### config.mk
export PLATFORM = sky130hd
export DESIGN_NAME = irq_vector_gen
export DESIGN_NICKNAME = d
export VERILOG_FILES = /design/src/rtl/irq_vec_pkg.sv /design/src/rtl/irq_fetch_guard.sv /design/src/rtl/irq_prio_sel.sv /design/src/rtl/irq_vector_gen.sv
export SDC_FILE = /design/constraint.sdc
export NUM_CORES = 1
export LEC_CHECK = 0
export CAP_MARGIN = 20
export CORE_MARGIN = 10
export CORE_UTILIZATION = 34
export CTS_CLUSTER_DIAMETER = 40
export DETAILED_ROUTE_END_ITERATION = 10
export HOLD_SLACK_MARGIN = 0.1
export PLACE_DENSITY = 0.87
export SLEW_MARGIN = 20
export SYNTH_ARGS = -nofsm -noshare
export SYNTH_HDL_FRONTEND = slang
export SYNTH_SLANG_ARGS = --single-unit
### constraint.sdc
create_clock -name clk -period 3.26 [get_ports clk]
set_input_delay 0.652 -clock clk [delete_from_list [all_inputs] [get_ports clk]]
set_output_delay 0.652 -clock clk [all_outputs]
set_load 0.02 [all_outputs]
### src/rtl/irq_vec_pkg.sv
package irq_vec_pkg;

    typedef enum logic [2:0] {
        ST_POWERUP,
        ST_BOOTCHK,
        ST_RUN,
        ST_HOLD,
        ST_DORMANT
    } fsm_t;

    typedef enum logic [1:0] {
        CLS_NONE,
        CLS_MASK,
        CLS_NMI,
        CLS_RST
    } cls_t;

endpackage

### src/rtl/irq_fetch_guard.sv
module irq_fetch_guard #(
    parameter int AW = 16,
    parameter logic [AW-1:0] LOW_LIMIT = 16'h0200,
    parameter int NUM_GAP = 2,
    parameter logic [NUM_GAP*AW-1:0] GAP_LO = {16'h1100, 16'h0280},
    parameter logic [NUM_GAP*AW-1:0] GAP_HI = {16'hF7FF, 16'h0FFF}
) (
    input  logic [AW-1:0] addr_i,
    output logic          bad_o
);

    logic [NUM_GAP-1:0] gap_hit;

    // one comparator pair per unused address window
    genvar g;
    generate
        for (g = 0; g < NUM_GAP; g++) begin : g_gap
            assign gap_hit[g] = (addr_i >= GAP_LO[g*AW +: AW]) &&
                                (addr_i <= GAP_HI[g*AW +: AW]);
        end
    endgenerate

    assign bad_o = (addr_i < LOW_LIMIT) || (|gap_hit);

endmodule

### src/rtl/irq_prio_sel.sv
module irq_prio_sel
    import irq_vec_pkg::*;
#(
    parameter int PRIO_W = 5,
    localparam int LVL_TOP = (1 << PRIO_W) - 1,
    localparam int LVL_NMI = LVL_TOP - 1,
    localparam int NUM_MASK = LVL_TOP - 1
) (
    input  logic                rst_hit_i,
    input  logic                nmi_hit_i,
    input  logic [NUM_MASK-1:0] mask_hit_i,
    output cls_t                win_cls_o,
    output logic [PRIO_W-1:0]   win_prio_o
);

    // later assignments override earlier ones: ascending scan, highest wins
    always_comb begin
        win_cls_o  = CLS_NONE;
        win_prio_o = '0;
        for (int i = 0; i < NUM_MASK; i++) begin
            if (mask_hit_i[i]) begin
                win_cls_o  = CLS_MASK;
                win_prio_o = PRIO_W'(i);
            end
        end
        if (nmi_hit_i) begin
            win_cls_o  = CLS_NMI;
            win_prio_o = PRIO_W'(LVL_NMI);
        end
        if (rst_hit_i) begin
            win_cls_o  = CLS_RST;
            win_prio_o = PRIO_W'(LVL_TOP);
        end
    end

endmodule

### src/rtl/irq_vector_gen.sv
module irq_vector_gen
    import irq_vec_pkg::*;
#(
    parameter int AW = 16,
    parameter int PRIO_W = 5,
    parameter int NUM_RST = 4,
    parameter int NUM_NMI = 3,
    parameter logic [AW-1:0] VEC_BASE = 16'hFFC0,
    parameter logic [AW-1:0] LOW_LIMIT = 16'h0200,
    parameter int NUM_GAP = 2,
    parameter logic [NUM_GAP*AW-1:0] GAP_LO = {16'h1100, 16'h0280},
    parameter logic [NUM_GAP*AW-1:0] GAP_HI = {16'hF7FF, 16'h0FFF},
    localparam int LVL_TOP = (1 << PRIO_W) - 1,
    localparam int NUM_MASK = LVL_TOP - 1
) (
    input  logic                clk,
    input  logic                rst_n,
    input  logic [NUM_RST-1:0]  rst_src_i,
    input  logic [NUM_NMI-1:0]  nmi_req_i,
    input  logic [NUM_NMI-1:0]  nmi_en_i,
    input  logic [NUM_MASK-1:0] mask_req_i,
    input  logic [NUM_MASK-1:0] mask_en_i,
    input  logic                gie_i,
    input  logic                fetch_valid_i,
    input  logic [AW-1:0]       fetch_addr_i,
    input  logic                boot_word_vld_i,
    input  logic [AW-1:0]       boot_word_i,
    output logic                vec_valid_o,
    output logic [AW-1:0]       vec_addr_o,
    output logic                rst_req_o,
    output logic                gie_clr_o,
    output logic                deep_sleep_o
);

    localparam int PAD_W = AW - PRIO_W - 1;
    localparam logic [AW-1:0] RST_ADDR = VEC_BASE + AW'(2 * LVL_TOP);

    fsm_t state_q, state_d;

    logic                fetch_bad;
    logic                fetch_fault;
    logic                rst_hit;
    logic                nmi_hit;
    logic [NUM_MASK-1:0] mask_hit;
    cls_t                win_cls;
    logic [PRIO_W-1:0]   win_prio;
    logic [AW-1:0]       win_addr;

    logic                emit_d;
    logic [AW-1:0]       emit_addr_d;
    logic                emit_rst_d;
    logic                emit_mask_d;

    irq_fetch_guard #(
        .AW       (AW),
        .LOW_LIMIT(LOW_LIMIT),
        .NUM_GAP  (NUM_GAP),
        .GAP_LO   (GAP_LO),
        .GAP_HI   (GAP_HI)
    ) u_guard (
        .addr_i(fetch_addr_i),
        .bad_o (fetch_bad)
    );

    // request qualification
    assign fetch_fault = fetch_valid_i && fetch_bad && (state_q == ST_RUN);
    assign rst_hit     = (|rst_src_i) || fetch_fault;
    assign nmi_hit     = |(nmi_req_i & nmi_en_i);
    assign mask_hit    = mask_req_i & mask_en_i & {NUM_MASK{gie_i}};

    irq_prio_sel #(
        .PRIO_W(PRIO_W)
    ) u_sel (
        .rst_hit_i (rst_hit),
        .nmi_hit_i (nmi_hit),
        .mask_hit_i(mask_hit),
        .win_cls_o (win_cls),
        .win_prio_o(win_prio)
    );

    assign win_addr = VEC_BASE + {{PAD_W{1'b0}}, win_prio, 1'b0};

    // state register
    always_ff @(posedge clk or negedge rst_n) begin
        if (!rst_n) begin
            state_q <= ST_POWERUP;
        end else begin
            state_q <= state_d;
        end
    end

    // next state and accept decision
    always_comb begin
        state_d     = state_q;
        emit_d      = 1'b0;
        emit_addr_d = RST_ADDR;
        emit_rst_d  = 1'b0;
        emit_mask_d = 1'b0;
        unique case (state_q)
            ST_POWERUP: begin
                emit_d  = 1'b1;
                state_d = ST_BOOTCHK;
            end
            ST_BOOTCHK: begin
                if (rst_hit) begin
                    emit_d     = 1'b1;
                    emit_rst_d = 1'b1;
                end else if (boot_word_vld_i) begin
                    state_d = (boot_word_i == '1) ? ST_DORMANT : ST_RUN;
                end
            end
            ST_RUN: begin
                if (win_cls != CLS_NONE) begin
                    emit_d      = 1'b1;
                    emit_addr_d = win_addr;
                    emit_rst_d  = (win_cls == CLS_RST);
                    emit_mask_d = (win_cls == CLS_MASK);
                    state_d     = (win_cls == CLS_RST) ? ST_BOOTCHK : ST_HOLD;
                end
            end
            ST_HOLD: begin
                state_d = ST_RUN;
            end
            ST_DORMANT: begin
                if (rst_hit) begin
                    emit_d     = 1'b1;
                    emit_rst_d = 1'b1;
                    state_d    = ST_BOOTCHK;
                end
            end
            default: begin
                state_d = ST_POWERUP;
            end
        endcase
    end

    // registered outputs
    always_ff @(posedge clk or negedge rst_n) begin
        if (!rst_n) begin
            vec_valid_o  <= 1'b0;
            vec_addr_o   <= '0;
            rst_req_o    <= 1'b0;
            gie_clr_o    <= 1'b0;
            deep_sleep_o <= 1'b0;
        end else begin
            vec_valid_o  <= emit_d;
            rst_req_o    <= emit_rst_d;
            gie_clr_o    <= emit_mask_d;
            deep_sleep_o <= (state_d == ST_DORMANT);
            if (emit_d) begin
                vec_addr_o <= emit_addr_d;
            end
        end
    end

endmodule

==> results.yml <==
grt:
  busiest_layer: "met2"
  overflow: 0
  grt_use_met2_pct: 26.8
  grt_max_degree: 15
  grt_pass1_vias: 1947
  globalRouteTotalUtil_pct: 14.3
  use_met3_pct: 5.35
  antenna_found_initial: 0
  grt_first_pass_wirelength_um: 8900
  use_met1_pct: 14.8
setup_path:
  slowest_delay_ns: 0.45
  cp.required_ns: 3.38
  reg2reg_slack_ns: 1.66
  crit_arrival_ns: 2.60
  crit_path_end: "vec_addr_o[4]"
  crit_family: "compound AO/OA/AOI/OAI gates"
  worstPathCellList: "clkdlybuf4s50_1 > nor4_4 > o311ai_1 > a21o_1 > a211oi_4 > o2111ai_1 > o31a_2"
  r2r_start: "state_q[0]"
  startpoint: "rst_src_i[1]"
  worstSetupPathType: "in2reg"
  critPathMaxFanout: 6
  critPathLaunchType: "input port"
  critPathSlowestCell: "clkdlybuf4s50_1"
  critPathBufInv: 1
  timing.rr.end: "vec_addr_o[1]"
  crit_cells: 7
  reg2reg_depth: 5
  cp-end-kind: "register"
clock_network:
  cts_tree: "done"
  numCtsBuffers: 3
  postCtsSetupRepairBufs: 0
  cts-root-buf: "clkbuf_8"
  clk_pin_slew_ns: 0.05
  post_cts_resized: 0
  clockBufferDepth: 2
  cts.sinks: 13
  cts_hold_buf: 0
  clk_latency_ns: 0.24
  cts.htree.levels: 1
power:
  sequentialPowerShare_pct: 30.5
  comb_power_share_pct: 49.5
  p_sw_w: 0.000236
  p_clk_share_pct: 20.0
  switching_share_pct: 34.0
  ir_drop_mv: 0.124
  p_int_w: 0.000459
  power-per-cell-area_nw_per_um2: 265
  leakagePower_nw: 0.977
floorplan:
  die_area_um2: 7200
  start_util_pct: 35.5
  ios: 127
  die_w_um: 84.8
  die_h_um: 84.8
  rows: 23
  core_area_um2: 4030
routing:
  via_per_inst: 5.56
  dr.pass1.iters: 5
  num_vias: 1847
  first_iter_violations: 115
  wl_um: 5630
  drc: 0
  ant_nets: 0
  drt-wirelength-per-cell_um: 17.0
sta:
  max_freq_mhz: 403
  rsz0062_at_grt: "no"
  totalNegativeSetupSlack_ns: 0
  fin_skew_ns: 0.000482
  drv_slew: 0
  setup_viol: 0
  post-route-period-util_pct: 76.1
  finalWorstSetupSlack_ns: 0.778
  worst_slew_pin_slew_ns: 0.570
  maxSlewHeadroom_pct: 61.9
  fin_crit_ns: 2.48
  hold_viol_final: 0
synthesis:
  ys_seq_area_share_pct: 22.8
  synth_ff_type: "dfrtp_1"
  syn-num-nets: 279
  synth-async-reset-ratio_pct: 100
  ys_ff_latch: 13
  synth_warnings: 0
  synth-edff-count: 0
  yosysUniqueCellTypes: 53
  synthesis.area_um2: 1430
  synthCells: 172
  syn_area_per_cell_um2: 8.31
layout:
  nFillCells: 358
  final_cell_mix: "118 x clkdlybuf4s50_1, 24 x nand2_1, 18 x a21oi_1"
  diodes: 0
  multi_input_area_um2: 991
  fin_nets: 390
  area_delta_synth_final_pct: 83.9
  final_common_cell: "clkdlybuf4s50_1"
  drive_gt1_share_pct: 5.67
  seqCellArea_um2: 325
placement:
  dp_hpwl_um: 5060
  gp_congestion: 0.821
  port_buffers: 118
  post-place-ws_ns: 0.540
job:
  cap_violations: 0
min_path:
  hp-class: "reg2reg"
run_status:
  outcome: "completed"
## cells by family after synthesis
group                     after synthesis  share of synthesized area [%]
xor gates and xnor gates                1                          0.613
buffers and inverters                  17                           7.88
DFF                                    13                           22.8
and+or+nand+nor                        66                           24.9
AOI/OAI and AO/OA                      74                           43.6
other                                   1                          0.262
## sequential cells by signal, indices dropped and copies added, names as in the netlist
signal / cells
deep_sleep_o: 1
gie_clr_o: 1
state_q: 3
rst_req_o: 1
vec_valid_o: 1
vec_addr_o: 6
## cells in the mapped netlist (2+ instances only)
master    instances  area [µm²]
o211ai_1          2        15.0
and4_1            2        17.5
a31oi_1           5        31.3
nand2_1          24        90.1
nand3_1           4        20.0
nor3_1            9        45.0
dfrtp_1          13         325
o21ai_0           8        40.0
nand3b_1          2        15.0
nor2_1            9        33.8
inv_1             3        11.3
a21oi_1          18        90.1
a22oi_4           4        85.1
a22o_1            5        43.8
nand4_1           6        37.5
nand2b_1          2        12.5
a22oi_1           8        60.1
a32oi_1           3        26.3
nor4_4            2        42.5
buf_4            10        75.1
## area by class of cell
class / instances / share of cell area (%)
multi-input combinational: 142 / 37.7
timing repair buffer: 119 / 45.2
clock buffer: 4 / 1.71
inverter: 4 / 0.571
tap: 50 / 2.38
sequential: 13 / 12.4
## power by group through the flow
stage / clock (W) / sequential [W] / combinational, W
floorplan: 0 / 0.000212 / 0.000149
global placement: 0 / 0.000210 / 0.000335
detailed placement: 0 / 0.000213 / 0.000343
CTS: 0.000140 / 0.000210 / 0.000344
global route: 0.000150 / 0.000216 / 0.000376
finish: 0.000139 / 0.000212 / 0.000344
## worst min path at each step
stage / startpoint / to / slack, ns / depth (start not counted)
global placement: vec_addr_o[4] / vec_addr_o[4] / 0.50 / 1
global route: vec_addr_o[4] / vec_addr_o[4] / 0.54 / 1
CTS: vec_addr_o[4] / vec_addr_o[4] / 0.53 / 1
finish: vec_addr_o[4] / vec_addr_o[4] / 0.53 / 1
floorplan: rst_n / deep_sleep_o / 0.36 / 0
detailed placement: vec_addr_o[4] / vec_addr_o[4] / 0.51 / 1
## stage by stage
stage | utilization [%] | power [W] | area (µm²) | hold WS, ns | std cells
after floorplan | - | 0.000361 | 1430 | 0.356 | 172
after CTS | 65.2 | 0.000695 | 2630 | 0.527 | 332
after global placement | 64.1 | 0.000545 | 2580 | 0.495 | 328
after detailed placement | 64.1 | 0.000556 | 2580 | 0.513 | 328
final | 65.2 | 0.000695 | 2630 | 0.525 | 332
after global routing | 65.2 | 0.000742 | 2630 | 0.537 | 332
## metal layers
| layer | part of all wire, % | vias to the layer above |
|---|---|---|
| met5 | 0 | - |
| met1 | 36 | 844 |
| met3 | 9.8 | 8 |
| li1 | - | 907 |
| met2 | 52 | 88 |
| met4 | 1.2 | 0 |
Note: power is estimated with default switching activity, not from simulation.
